## src/rtl/ulpi_turnaround_link.sv

```systemverilog
module ulpi_turnaround_link #(
  parameter int DW = 8
) (
  input  logic          clk,
  input  logic          rst_n,
  input  logic          phy_dir,
  input  logic          phy_nxt,
  input  logic [DW-1:0] bus_in,
  output logic [DW-1:0] bus_out,
  output logic          bus_oe,
  output logic          stp,
  output logic          turn_cycle,
  output logic [DW-1:0] rx_data,
  output logic          rx_valid,
  input  logic [DW-1:0] tx_data,
  input  logic          tx_last,
  input  logic          tx_valid,
  output logic          tx_ready,
  output logic          tx_abort
);

  typedef enum logic [1:0] {S_IDLE, S_SEND, S_STOP} st_t;

  st_t           st;
  logic          dir_q;
  logic [DW-1:0] hold_d;
  logic          hold_last;

  assign bus_oe     = ~phy_dir & ~dir_q;
  assign turn_cycle = phy_dir ^ dir_q;
  assign bus_out    = (st == S_SEND) ? hold_d : '0;
  assign stp        = (st == S_STOP);
  assign tx_abort   = (st == S_SEND) & phy_dir;
  assign tx_ready   = bus_oe & ((st == S_IDLE) | ((st == S_SEND) & phy_nxt & ~hold_last));

  wire take = tx_valid & tx_ready;

  always_ff @(posedge clk or negedge rst_n) begin
    if (!rst_n) begin
      dir_q    <= 1'b0;
      rx_valid <= 1'b0;
      rx_data  <= '0;
    end else begin
      dir_q    <= phy_dir;
      rx_valid <= phy_dir & dir_q;
      if (phy_dir & dir_q) rx_data <= bus_in;
    end
  end

  always_ff @(posedge clk or negedge rst_n) begin
    if (!rst_n) begin
      st        <= S_IDLE;
      hold_d    <= '0;
      hold_last <= 1'b0;
    end else begin
      case (st)
        S_IDLE: if (take) begin
          st        <= S_SEND;
          hold_d    <= tx_data;
          hold_last <= tx_last;
        end
        S_SEND: begin
          if (phy_dir) st <= S_IDLE;
          else if (bus_oe & phy_nxt) begin
            if (take) begin
              hold_d    <= tx_data;
              hold_last <= tx_last;
            end else begin
              st <= S_STOP;
            end
          end
        end
        default: st <= S_IDLE;
      endcase
    end
  end

  p_release_r2: assert property (@(posedge clk) disable iff (!rst_n)
    phy_dir |-> !bus_oe);

  p_reenable_wait_r3: assert property (@(posedge clk) disable iff (!rst_n)
    $fell(phy_dir) |-> !bus_oe);

  p_rx_after_turn_r5: assert property (@(posedge clk) disable iff (!rst_n)
    rx_valid |-> ($past(phy_dir) && !$past(turn_cycle)));

  p_hold_byte_r7: assert property (@(posedge clk) disable iff (!rst_n)
    (st == S_SEND && !phy_nxt && !phy_dir) |=> $stable(bus_out));

  p_ready_gated_r8: assert property (@(posedge clk) disable iff (!rst_n)
    tx_ready |-> bus_oe);

  p_stp_pulse_r9: assert property (@(posedge clk) disable iff (!rst_n)
    stp |-> (bus_out == '0) ##1 !stp);

  p_abort_idle_r10: assert property (@(posedge clk) disable iff (!rst_n)
    tx_abort |=> (!tx_abort && bus_out == '0));

endmodule

```

## config.mk

```make
export PLATFORM = sky130hd
export DESIGN_NAME = ulpi_turnaround_link
export DESIGN_NICKNAME = d
export VERILOG_FILES = /design/src/rtl/ulpi_turnaround_link.sv
export SDC_FILE = /design/constraint.sdc
export NUM_CORES = 1
export LEC_CHECK = 0
export BUFFER_PORTS_ARGS = -buffer_cell sky130_fd_sc_hd__clkbuf_2
export CORE_AREA = 3 3 48 50
export CTS_BUF_LIST = sky130_fd_sc_hd__clkbuf_16
export CTS_CLUSTER_DIAMETER = 40
export DETAILED_ROUTE_END_ITERATION = 12
export DIE_AREA = 0 0 51 53
export GPL_ROUTABILITY_DRIVEN = 0
export GPL_TIMING_DRIVEN = 0
export PLACE_DENSITY = 0.84
export SLEW_MARGIN = 10
export SYNTH_ARGS = -nofsm -noshare
export SYNTH_HDL_FRONTEND = slang
export SYNTH_SLANG_ARGS = --single-unit
export TNS_END_PERCENT = 30
```

## constraint.sdc

```tcl
create_clock -name clk -period 4.8 [get_ports clk]
set_clock_uncertainty 0.05 [all_clocks]
set_input_delay 0.48 -clock clk [delete_from_list [all_inputs] [get_ports clk]]
set_output_delay 0.48 -clock clk [all_outputs]
set_load 0.02 [all_outputs]
```

* Word-level counts from Yosys, hierarchy flattened *
Index checks and enable logic that the tools add are counted.

word-level totals
  word-level logic and storage cells = 44
  register bits after elaboration = 21
  output and inout bits = 22
  bits of input ports = 22

cells by class
  bitwise gates (word level) = 13
  mux-type cells = 14
  equal/unequal tests = 7
  reduce and logical (&&, ||, !) cells = 4

operators with widths
  kind                                                                      count
  8-bit two-way mux                                                         4
  8-bit one-hot mux with 2 select lines                                     1
  1-bit bitwise AND                                                         8
  2-bit two-way mux                                                         4
  3-bit AND reduction                                                       2
  2-bit inequality test (second input constant)                             2
  2-bit one-hot mux with 2 select lines                                     1
  1-bit two-way mux                                                         3
  3-bit by 2-bit inequality test with 1-bit output (second input constant)  1
  3-bit inequality test (second input constant)                             1
  1-bit inverter                                                            3
  2-bit by 1-bit equality test with 1-bit output (second input constant)    1
  2-bit equality test (second input constant)                               1
  2-bit logical NOT                                                         1
  2-bit by 1-bit inequality test with 1-bit output (second input constant)  1
  1-bit one-hot mux with 2 select lines                                     1
  2-bit nonzero test                                                        1
  1-bit OR                                                                  1
  1-bit XOR                                                                 1

* Longest topological paths before layout *
Gate-level depths: netlist of run 1.

  depth in word-level cells = 10
  mapped depth = 5
  mapped depth without buffers = 5

* Worst setup path before layout of run 1 *
No wires, ideal clock.

  kind = input -> register
  start = in phy_dir
  end = reg hold_d[0]
  required time = 4625 ps
  setup time = 125 ps
  arrival time = 1636 ps
  stages = 5
  slack = 2989 ps
  cells stage by stage = inv_1 -> ha_1 -> nand3b_1 -> a21oi_4 -> mux2_2

on the way
  longest elaborated chain between the ends = 8
  elaborated cells on any way between the ends = 12

RTL lines
  what                                   RTL line  RTL
  start: declaration                     6         input logic phy_dir,
  1-bit inverter (*)                     29        assign bus_oe = ~phy_dir & ~dir_q;
  1-bit bitwise AND (*)                  29
  via bus_oe                             10        output logic bus_oe,
  1-bit bitwise AND                      34        assign tx_ready = bus_oe & ((st == S_IDLE) | ((st == S_SEND) & phy_nxt & ~hold_last));
  1-bit bitwise AND                      36        wire take = tx_valid & tx_ready;
  8-bit two-way mux (3 in a row)         -
  8-bit one-hot mux with 2 select lines  -
  end signal: assignment                 59        hold_d <= tx_data;
  end signal: assignment                 66        hold_d <= tx_data;
  end: declaration                       26        logic [DW-1:0] hold_d;

The timed path passes the listed nets; every way through them passes the cells marked *. The select of a mux whose other input is x is not followed.
A chain may end at the register's enable or synchronous reset.

* Final worst setup path of run 1 *
  start = reg st[0]
  end = out bus_out[3]

on the way
  longest elaborated chain between the ends = 2

RTL lines
  what                                            RTL line  RTL
  start: declaration                              24        st_t st;
  start signal: assignment                        52        st <= S_IDLE;
  start signal: assignment                        58        st <= S_SEND;
  start signal: assignment                        63        if (phy_dir) st <= S_IDLE;
  2-bit by 1-bit equality test with 1-bit output  31        assign bus_out = (st == S_SEND) ? hold_d : '0;
  8-bit two-way mux                               31
  end: declaration                                9         output logic [DW-1:0] bus_out,

No other way between the ends.

==> impl_metrics.ini, run 1 <==
[global_routing]
grt_max_degree = 22
grt_usage_pct = 15.28
grt_overflow = 0
first_global_vias = 774
grt_first_pass_wirelength_um = 3105
antenna_found_initial = 0

[route]
drc = 0
firstDrtPassIters = 3
m1WireLength_um = 749
avgViaCountPerCell = 4.734
dr_wl_met2_um = 943
dr.max_layer_used = met4
vias = 677
drt_iter0_drc = 4
ant_nets = 0
drt_wl_total_um = 1818
met3_length_um = 117
wl_per_cell_um = 12.71

[logic_synthesis]
ys_seq_area_share_pct = 57.85
yosysWarnings = 0
synth_cells = 69
syn_nets = 93
synth-seq-cells = 21
synth_area_sq_um = 908.4
synth_cell_types = 17
syn_avg_cell_area_sq_um = 13.16

[floorplan]
die_area_sq_um = 2703
die-height_um = 53
core_sq_um = 1942
ioPinCount = 44
num_rows = 16
die_w_um = 51
initial_core_util_pct = 46.78

[critical_path]
crit_path_start = st[0]
worstReg2RegStart = hold_last
cp_max_fo = 10
r2r_end = hold_d[6]
arrival_ps = 1550
cp.required_ps = 4270
startpoint_type = register
r2r_cells = 3
rrSetupSlack_ps = 3130
end_kind = output pin
crit_type = register to output pin

[place]
io_buffer_count = 43
dpl.hpwl_um = 1512

[sta]
finalMaxSlewViolations = 0
fin_setup_tns_ps = 0
max_freq_mhz = 480.2
report.final.hold_viol_count = 0
finalSetupViolations = 0
period_share_pct = 43.39
slew_headroom_pct = 67.21
final.min_clock_period_ps = 2083
rsz0062_at_grt = false
worst_slew_pin_slew_ps = 491.9
timing.hold.ws_ps = 133.9

[power]
power.density_nw_per_um2 = 394.8
seqPwrFrac_pct = 45.1
swShare_pct = 25.67
peakVddDrop_v = 0.0003006
clkPwrFrac_pct = 34.8
switching_power_uw = 125.4
power_frac_comb_pct = 20.0
cellInternalPower_uw = 363.1
leakage_uw = 0.0006354

[finish]
syn_to_final_growth_pct = 36.23
diodes = 0
final_nets = 141
drive_gt1_share_pct = 56.03

[clocking]
clockBufferDepth = 2
cts_tree = done
cts.clk_slew.worst_paths_ps = 60
clkLatencyLatePin_ps = 250
post_cts_buffers = 0
cts.sinks = 21
ctsResizeCount = 0
h-tree-depth = 1
cts_hold_buf = 0
root_buffer = clkbuf_16
cts-buffers-inserted = 3

[outcome]
status = completed

[worst_hold_path]
worstHoldPathType = input pin to asynchronous set/reset pin

[flow_run]
cap_violations = 0
power by group through the flow:
stage | clock network (uW) | logic, uW | registers (uW)
floorplan | 0 | 50.0 | 233
global placement | 0 | 96.0 | 221
detailed placement | 0 | 99.5 | 224
CTS | 174 | 99.9 | 221
global route | 181 | 107 | 225
finish | 170 | 97.9 | 220
routing by layer:
| metal | GRT usage, % | vias to the layer above |
|---|---|---|
| met3 | 3.380 | 2 |
| met5 | 0 | - |
| met2 | 28.97 | 28 |
| met1 | 16.52 | 318 |
| met4 | 5.381 | 0 |
| li1 | - | 329 |
cells in the final DEF, fill, tap and decap left out:
master and instances:
a31oi_1 1, o21ai_0 2, nand2_1 3, nor2b_1 1
a21oi_4 1, o22ai_1 1, ha_1 2, and3_1 2
or3b_1 1, and2_1 9, nor2_1 1, dfrtp_1 21
mux2_2 16, a21bo_2 1, clkbuf_16 3, clkinv_2 1
clkbuf_2 43, clkbuf_1 2, nand3b_1 1, inv_1 4
registers in the layout (all words and copies together), names as in the netlist:
register	flops
hold_last	1
rx_data	8
hold_d	8
st	2
dir_q	1
rx_valid	1
metrics by stage:
step | cells | setup WS [ps] | utilization (%) | total power [uW] | cell area [sq um]
after floorplan | 69 | 2989 | - | 283.1 | 908.4
after global placement | 139 | 2884 | 59.60 | 317.3 | 1157
after detailed placement | 139 | 2831 | 59.60 | 323.4 | 1157
after CTS | 143 | 2702 | 63.72 | 495.1 | 1237
after global routing | 143 | 2552 | 63.72 | 513.1 | 1237
final | 143 | 2718 | 63.72 | 488.5 | 1237
cell type report:
type | instances | area, sq um
fillers | 169 | 704.4
flip-flops and latches | 21 | 525.5
multi-input cells | 42 | 360.3
repair buffers | 43 | 215.2
clock buffers | 3 | 75.07
well taps | 27 | 33.78
inverters | 4 | 15.01
plain buffers | 2 | 7.507
clock inverters | 1 | 5.005
Yosys cell counts, drive strengths merged:
master,n,area (sq um)
dfrtp,21,525.5
mux2,16,180.2
and2,9,56.30
inv,4,15.01
nand2,3,11.26
and3,2,12.51
clkbuf,2,7.510
ha,2,25.02
o21ai,2,10.01
a21bo,1,10.01
a21oi,1,16.27
a31oi,1,6.260
nand3b,1,7.510
nor2,1,3.750
nor2b,1,6.260
o22ai,1,6.260
or3b,1,8.760
critical path, stage by stage (launching register included):
cell      delay [ps]
dfrtp_1          470
nor2b_1          190
clkbuf_1         300
and2_1           180
clkbuf_2         160
how the worst max path moves through the flow:
stage                             to  slack, ps  depth (start not counted)
after detailed placement   hold_d[2]       2830                          6
after CTS                 bus_out[4]       2700                          4
final                     bus_out[3]       2720                          4
after global placement     hold_d[0]       2880                          6
after global routing      bus_out[3]       2550                          4
after floorplan            hold_d[0]       2990                          5
cell families (layout without fill, tap and decap cells):
family	after synthesis	after routing	share of synthesized area, %
DFF	21	21	57.85
and+or+nand+nor	18	18	11.71
muxes	16	16	19.83
AOI/OAI and AO/OA	6	6	5.373
buffers and inverters	6	53	2.479
adders and majority gates	2	2	2.754
No activity file was read; power rests on OpenSTA's default activity.
==> run 2, diff against run 1 <==
--- a/config.mk
+++ b/config.mk
@@ -6,14 +6,14 @@
 export NUM_CORES = 1
 export LEC_CHECK = 0
 export BUFFER_PORTS_ARGS = -buffer_cell sky130_fd_sc_hd__clkbuf_2
-export CORE_AREA = 3 3 48 50
+export CORE_AREA = 3 3 52 54
 export CTS_BUF_LIST = sky130_fd_sc_hd__clkbuf_16
 export CTS_CLUSTER_DIAMETER = 40
 export DETAILED_ROUTE_END_ITERATION = 12
-export DIE_AREA = 0 0 51 53
+export DIE_AREA = 0 0 55 57
 export GPL_ROUTABILITY_DRIVEN = 0
 export GPL_TIMING_DRIVEN = 0
-export PLACE_DENSITY = 0.84
+export PLACE_DENSITY = 0.76
 export SLEW_MARGIN = 10
 export SYNTH_ARGS = -nofsm -noshare
 export SYNTH_HDL_FRONTEND = slang
==> constraint.sdc (replaced) <==
create_clock -name clk -period 1.8 [get_ports clk]
set_clock_uncertainty 0.05 [all_clocks]
set_input_delay 0.18 -clock clk [delete_from_list [all_inputs] [get_ports clk]]
set_output_delay 0.18 -clock clk [all_outputs]
set_load 0.02 [all_outputs]
==> run 2 against run 1 <==
Against the previous run: sequential cell count unchanged; clock-buffer cell count unchanged; power grew to 2.6 times the previous value; register-to-register slack lost 3000 ps; global-route usage is 2.4 points lower; combinational power grew to 2.7 times the previous value; die area up 16%; sequential share of layout area shrank 0.38 points; design area grew 0.91%; cell count grew 1.4%; utilization shrank 8.3 points; critical path type unchanged; largest cell class unchanged; highest routed layer unchanged.
==> impl_metrics.ini, run 2 (synthesized netlist as in run 1, its figures left out) <==
[outcome]
status = completed

[floorplan]
initial_core_util_pct = 40.29
num_rows = 17
die_area_sq_um = 3135
die-height_um = 57
core_sq_um = 2255
ioPinCount = 44
die_w_um = 55

[route]
vias = 666
ant_nets = 0
drc = 0
wl_per_cell_um = 12.39
drt_iter0_drc = 7
firstDrtPassIters = 2
drt_wl_total_um = 1796
avgViaCountPerCell = 4.593

[finish]
diodes = 0
drive_gt1_share_pct = 55.56
stdcell_area_sq_um = 1249
finalNonFillerCells = 145
final_common_cell = clkbuf_2
syn_to_final_growth_pct = 37.47
final_nets = 142
layout_common_cells = clkbuf_2 (44), dfrtp_1 (21), mux2_2 (16), and2_1 (9), inv_1 (5)
reg_top3 = hold_d x8, rx_data x8, st x2

[sta]
worst_slew_pin_slew_ps = 501.3
rsz0062_at_grt = false
period_share_pct = 94.71
timing.hold.ws_ps = 48.79
fin_setup_tns_ps = 0
slew_headroom_pct = 66.58
finalSetupViolations = 0
report.final.hold_viol_count = 0
max_freq_mhz = 586.6
final.min_clock_period_ps = 1705
finalMaxSlewViolations = 0

[critical_path]
end_kind = output pin
arrival_ps = 1470
slowest_stage = dfrtp_1
rrSetupSlack_ps = 120
max_stage_delay_ps = 470
r2r_end = hold_d[7]
cp_common_cell = clkbuf_2
startpoint_type = register
worstReg2RegStart = dir_q
crit_type = register to output pin
crit_chain = nor2b_1 > clkbuf_2 > and2_1 > clkbuf_2
cp_max_fo = 10
crit_family = flip-flops
path_buf_inv = 2
r2r_cells = 5
cp.required_ps = 1570

[clocking]
post_cts_buffers = 0
clockBufferDepth = 2
cts-buffers-inserted = 3
clkLatencyLatePin_ps = 250
cts.clk_slew.worst_paths_ps = 60
cts_tree = done
cts.sinks = 21
root_buffer = clkbuf_16
h-tree-depth = 1

[place]
placed_cells = 140
dpl.hpwl_um = 1432
io_buffer_count = 43
place_area_sq_um = 1159

[global_routing]
grt_max_degree = 22
antenna_found_initial = 0
grt_usage_pct = 12.87
first_global_vias = 681
grt_overflow = 0
grt_first_pass_wirelength_um = 3042

[power]
leakage_uw = 0.0006443
peakVddDrop_v = 0.0006415
power.density_nw_per_um2 = 1035

[worst_hold_path]
hp-start = phy_dir
worstHoldPathType = input pin to register
holdPathEnd = dir_q
whs_path_depth = 1

[flow_run]
cap_violations = 0
## run 2: cell types whose count changed in the layout (fill, tap and decap cells not counted)
cell	before	now
clkbuf_1	2	1
clkbuf_2	43	44
inv_1	4	5
dlygate4sd3_1	0	1
clkinv_2	1	0
## run 2: per-layer routing
layer / global-route usage [%] / vias up / wire, um / part of all wire, %
li1: - / 329 / - / -
met1: 16.47 / 318 / 753 / 42
met2: 21.45 / 17 / 951 / 53
met3: 2.350 / 2 / 71 / 4.0
met4: 4.167 / 0 / 19 / 1.1
met5: 0 / - / 0 / 0
## run 2: stage by stage
step	utilization [%]	worst slack, ps	total power [uW]
after floorplan	-	136.9	755.0
after CTS	55.38	85.05	1312
after detailed placement	51.39	108.6	859.6
after global routing	55.38	8.895	1366
final	55.38	95.24	1293
after global placement	51.39	152.8	847.9
## run 2: area by class of cell
type / instances / area, sq um
fillers: 208 / 1006
flip-flops and latches: 21 / 525.5
multi-input cells: 42 / 360.3
repair buffers: 44 / 225.2
clock buffers: 3 / 75.07
well taps: 28 / 35.03
inverters: 4 / 15.01
plain buffers: 2 / 8.758
clock inverters: 1 / 3.754
## run 2: worst reg2reg max path, cell delays in order (launching register included)
cell and delay (ps):
dfrtp_1 380, inv_1 60, ha_1 200, nand3b_1 170, a21oi_4 320, mux2_2 380
## run 2: worst max-delay path by stage
stage,to,start,cells after the start,slack [ps]
after global routing,hold_d[5],dir_q,5,9
after CTS,bus_out[5],st[0],4,90
final,bus_out[4],st[0],4,100
after detailed placement,hold_d[0],dir_q,5,110
after global placement,hold_d[2],hold_last,3,150
after floorplan,hold_d[0],dir_q,5,140
## run 2: power breakdown
part / total [uW] / internal [uW] / switching, uW
registers: 585 / 548 / 37.0
logic: 263 / 124 / 138
clock network: 445 / 295 / 150
## run 2: what timing repair did
action / 4_1_cts / 5_1_grt
hold buffers: 1 / 0
gates resized for setup: 1 / 0
hold endpoints to repair: 21 / 0
endpoints found under the setup margin: 9 / 0
==> run 3, diff against run 2 <==
--- a/config.mk
+++ b/config.mk
@@ -5,15 +5,15 @@
 export SDC_FILE = /design/constraint.sdc
 export NUM_CORES = 1
 export LEC_CHECK = 0
-export BUFFER_PORTS_ARGS = -buffer_cell sky130_fd_sc_hd__clkbuf_2
-export CORE_AREA = 3 3 52 54
+export CORE_AREA = 3 3 47 49
 export CTS_BUF_LIST = sky130_fd_sc_hd__clkbuf_16
 export CTS_CLUSTER_DIAMETER = 40
 export DETAILED_ROUTE_END_ITERATION = 12
-export DIE_AREA = 0 0 55 57
+export DIE_AREA = 0 0 50 52
+export DONT_BUFFER_PORTS = 1
 export GPL_ROUTABILITY_DRIVEN = 0
 export GPL_TIMING_DRIVEN = 0
-export PLACE_DENSITY = 0.76
+export PLACE_DENSITY = 0.69
 export SLEW_MARGIN = 10
 export SYNTH_ARGS = -nofsm -noshare
 export SYNTH_HDL_FRONTEND = slang
==> run 3 against run 2 <==
Against the previous run: power fell by 4.3%; global-route usage fell by 0.69 points; sequential share of layout area rose by 6.8 points; via count fell by 19%; fmax fell by 0.25%; cell count fell by 28%; die area fell by 17%; combinational power fell by 37%; routed wire length fell by 8.5%; sequential power rose by 7.4%.
==> impl_metrics.ini, run 3 (synthesized netlist as in run 1, its figures left out) <==
[outcome]
status = completed

[place]
dpl_worst_slack_ps = -30.87
io_buffer_count = 0

[critical_path]
max_stage_delay_ps = 540
path_buf_inv = 1
crit_type = register to output pin
arrival_ps = 1480
rrSetupSlack_ps = 110
startpoint_type = register
end_kind = output pin
cp.required_ps = 1570
crit_family = flip-flops
worstReg2RegStart = dir_q
slowest_stage = dfrtp_1
cp_max_fo = 10
crit_chain = nor2b_1 > clkbuf_2 > and2_1
r2r_end = hold_d[4]
r2r_cells = 6

[global_routing]
first_global_vias = 509
grt_max_degree = 22
antenna_found_initial = 0
grt_first_pass_wirelength_um = 2332
use_met3_pct = 4.585
grt_overflow = 0
met1_usage_pct = 14.94
grt-busiest-layer = met2
grt_usage_pct = 12.17
use_met2_pct = 18.91

[sta]
final.min_clock_period_ps = 1709
slew_headroom_pct = 39.63
timing.hold.ws_ps = 12.21
finalMaxSlewViolations = 0
finalSetupViolations = 0
rsz0062_at_grt = false
worst_slew_pin_slew_ps = 902.6
max_freq_mhz = 585.1
fin_ws_ps = 91.00
report.final.hold_viol_count = 0
period_share_pct = 94.94

[power]
clkPwrFrac_pct = 35.8
swShare_pct = 25.04
power_frac_comb_pct = 13.4
p_total_uw = 1238
power.density_nw_per_um2 = 1150
seqPwrFrac_pct = 50.8
cellInternalPower_uw = 927.7
switching_power_uw = 310.0
leakage_uw = 0.0004762
peakVddDrop_v = 0.0006604

[route]
drt_wl_total_um = 1643
wl_per_cell_um = 15.65
drc = 0
vias = 539
drt_iter0_drc = 3
ant_nets = 0
firstDrtPassIters = 2
avgViaCountPerCell = 5.133

[finish]
nFillCells = 150
layout_common_cells = dfrtp_1 (21), mux2_2 (16), and2_1 (9), inv_1 (5)
final_nets = 103
reg_top3 = hold_d x8, rx_data x8, st x2
multiInputGateArea_sq_um = 379.1
diodes = 0
regArea_sq_um = 525.5
final_common_cell = dfrtp_1
drive_gt1_share_pct = 33.33
syn_to_final_growth_pct = 18.46

[worst_hold_path]
holdPathEnd = hold_last
worstHoldPathType = input pin to register
whs_path_depth = 1
hp-start = tx_last

[floorplan]
ioPinCount = 44
die_area_sq_um = 2600
num_rows = 16
die_w_um = 50
core_sq_um = 1902
initial_core_util_pct = 47.76
die-height_um = 52

[flow_run]
cap_violations = 0

[clocking]
root_buffer = clkbuf_16
cts.clk_slew.worst_paths_ps = 50
cts-buffers-inserted = 3
h-tree-depth = 1
clockBufferDepth = 2
cts.sinks = 21
cts_tree = done
clkLatencyLatePin_ps = 240
run 3: worst register-to-register path, delay by kind of cell, from the launching register on:
kind,cells,cell delay (ps)
AOI/OAI and AO/OA,1,200
adders and majority gates,1,250
buffers and inverters,2,230
DFF,1,370
muxes,1,370
and+or+nand+nor,1,100
run 3: how the worst max path moves through the flow:
stage | startpoint | endpoint | slack (ps) | depth (start not counted)
3_3_place_gp | dir_q | hold_d[1] | 20 | 5
6_report | st[0] | bus_out[7] | 90 | 3
4_1_cts | dir_q | hold_d[3] | -20 | 5
2_1_floorplan | dir_q | hold_d[0] | 140 | 5
3_5_place_dp | dir_q | hold_d[4] | -30 | 5
5_1_grt | st[0] | bus_out[7] | 10 | 3
run 3: repair_timing:
action	in CTS	in global routing
hold buffers	2	0
setup endpoints to repair	8	8
hold endpoints to repair	22	0
cloned	1	0
resized for setup	1	2
pin swaps	0	1
buffers inserted	1	1
run 3: power groups by stage:
stage,sequential (uW),clock [uW],combinational (uW)
after CTS,629,456,166
after global routing,638,476,180
final,628,443,166
after global placement,632,0,143
after detailed placement,636,0,149
after floorplan,622,0,133
run 3: final cells by class:
type	instances	area share, %
buffer	2	0.8140
clock buffer	3	6.977
clock inverter	1	0.3488
inverter	4	1.395
multi-input combinational	43	35.23
sequential	21	48.84
tap	27	3.140
timing repair buffer	4	3.256
run 3: per-stage QoR:
| stage | instances | util, % | setup TNS, ps | cell area [sq um] |
|---|---|---|---|---|
| after floorplan | 69 | - | 0 | 908.4 |
| after CTS | 104 | 55.66 | -60.67 | 1059 |
| final | 105 | 56.58 | 0 | 1076 |
| after detailed placement | 96 | 49.54 | -129.7 | 942.2 |
| after global placement | 96 | 49.54 | 0 | 942.2 |
| after global routing | 105 | 56.58 | 0 | 1076 |
run 3: routing by layer:
layer,share of wire [%],wire [um],vias to the layer above
met3,6.5,107,2
li1,-,-,252
met4,0.49,8,0
met2,50,822,19
met1,43,705,266
met5,0,0,-
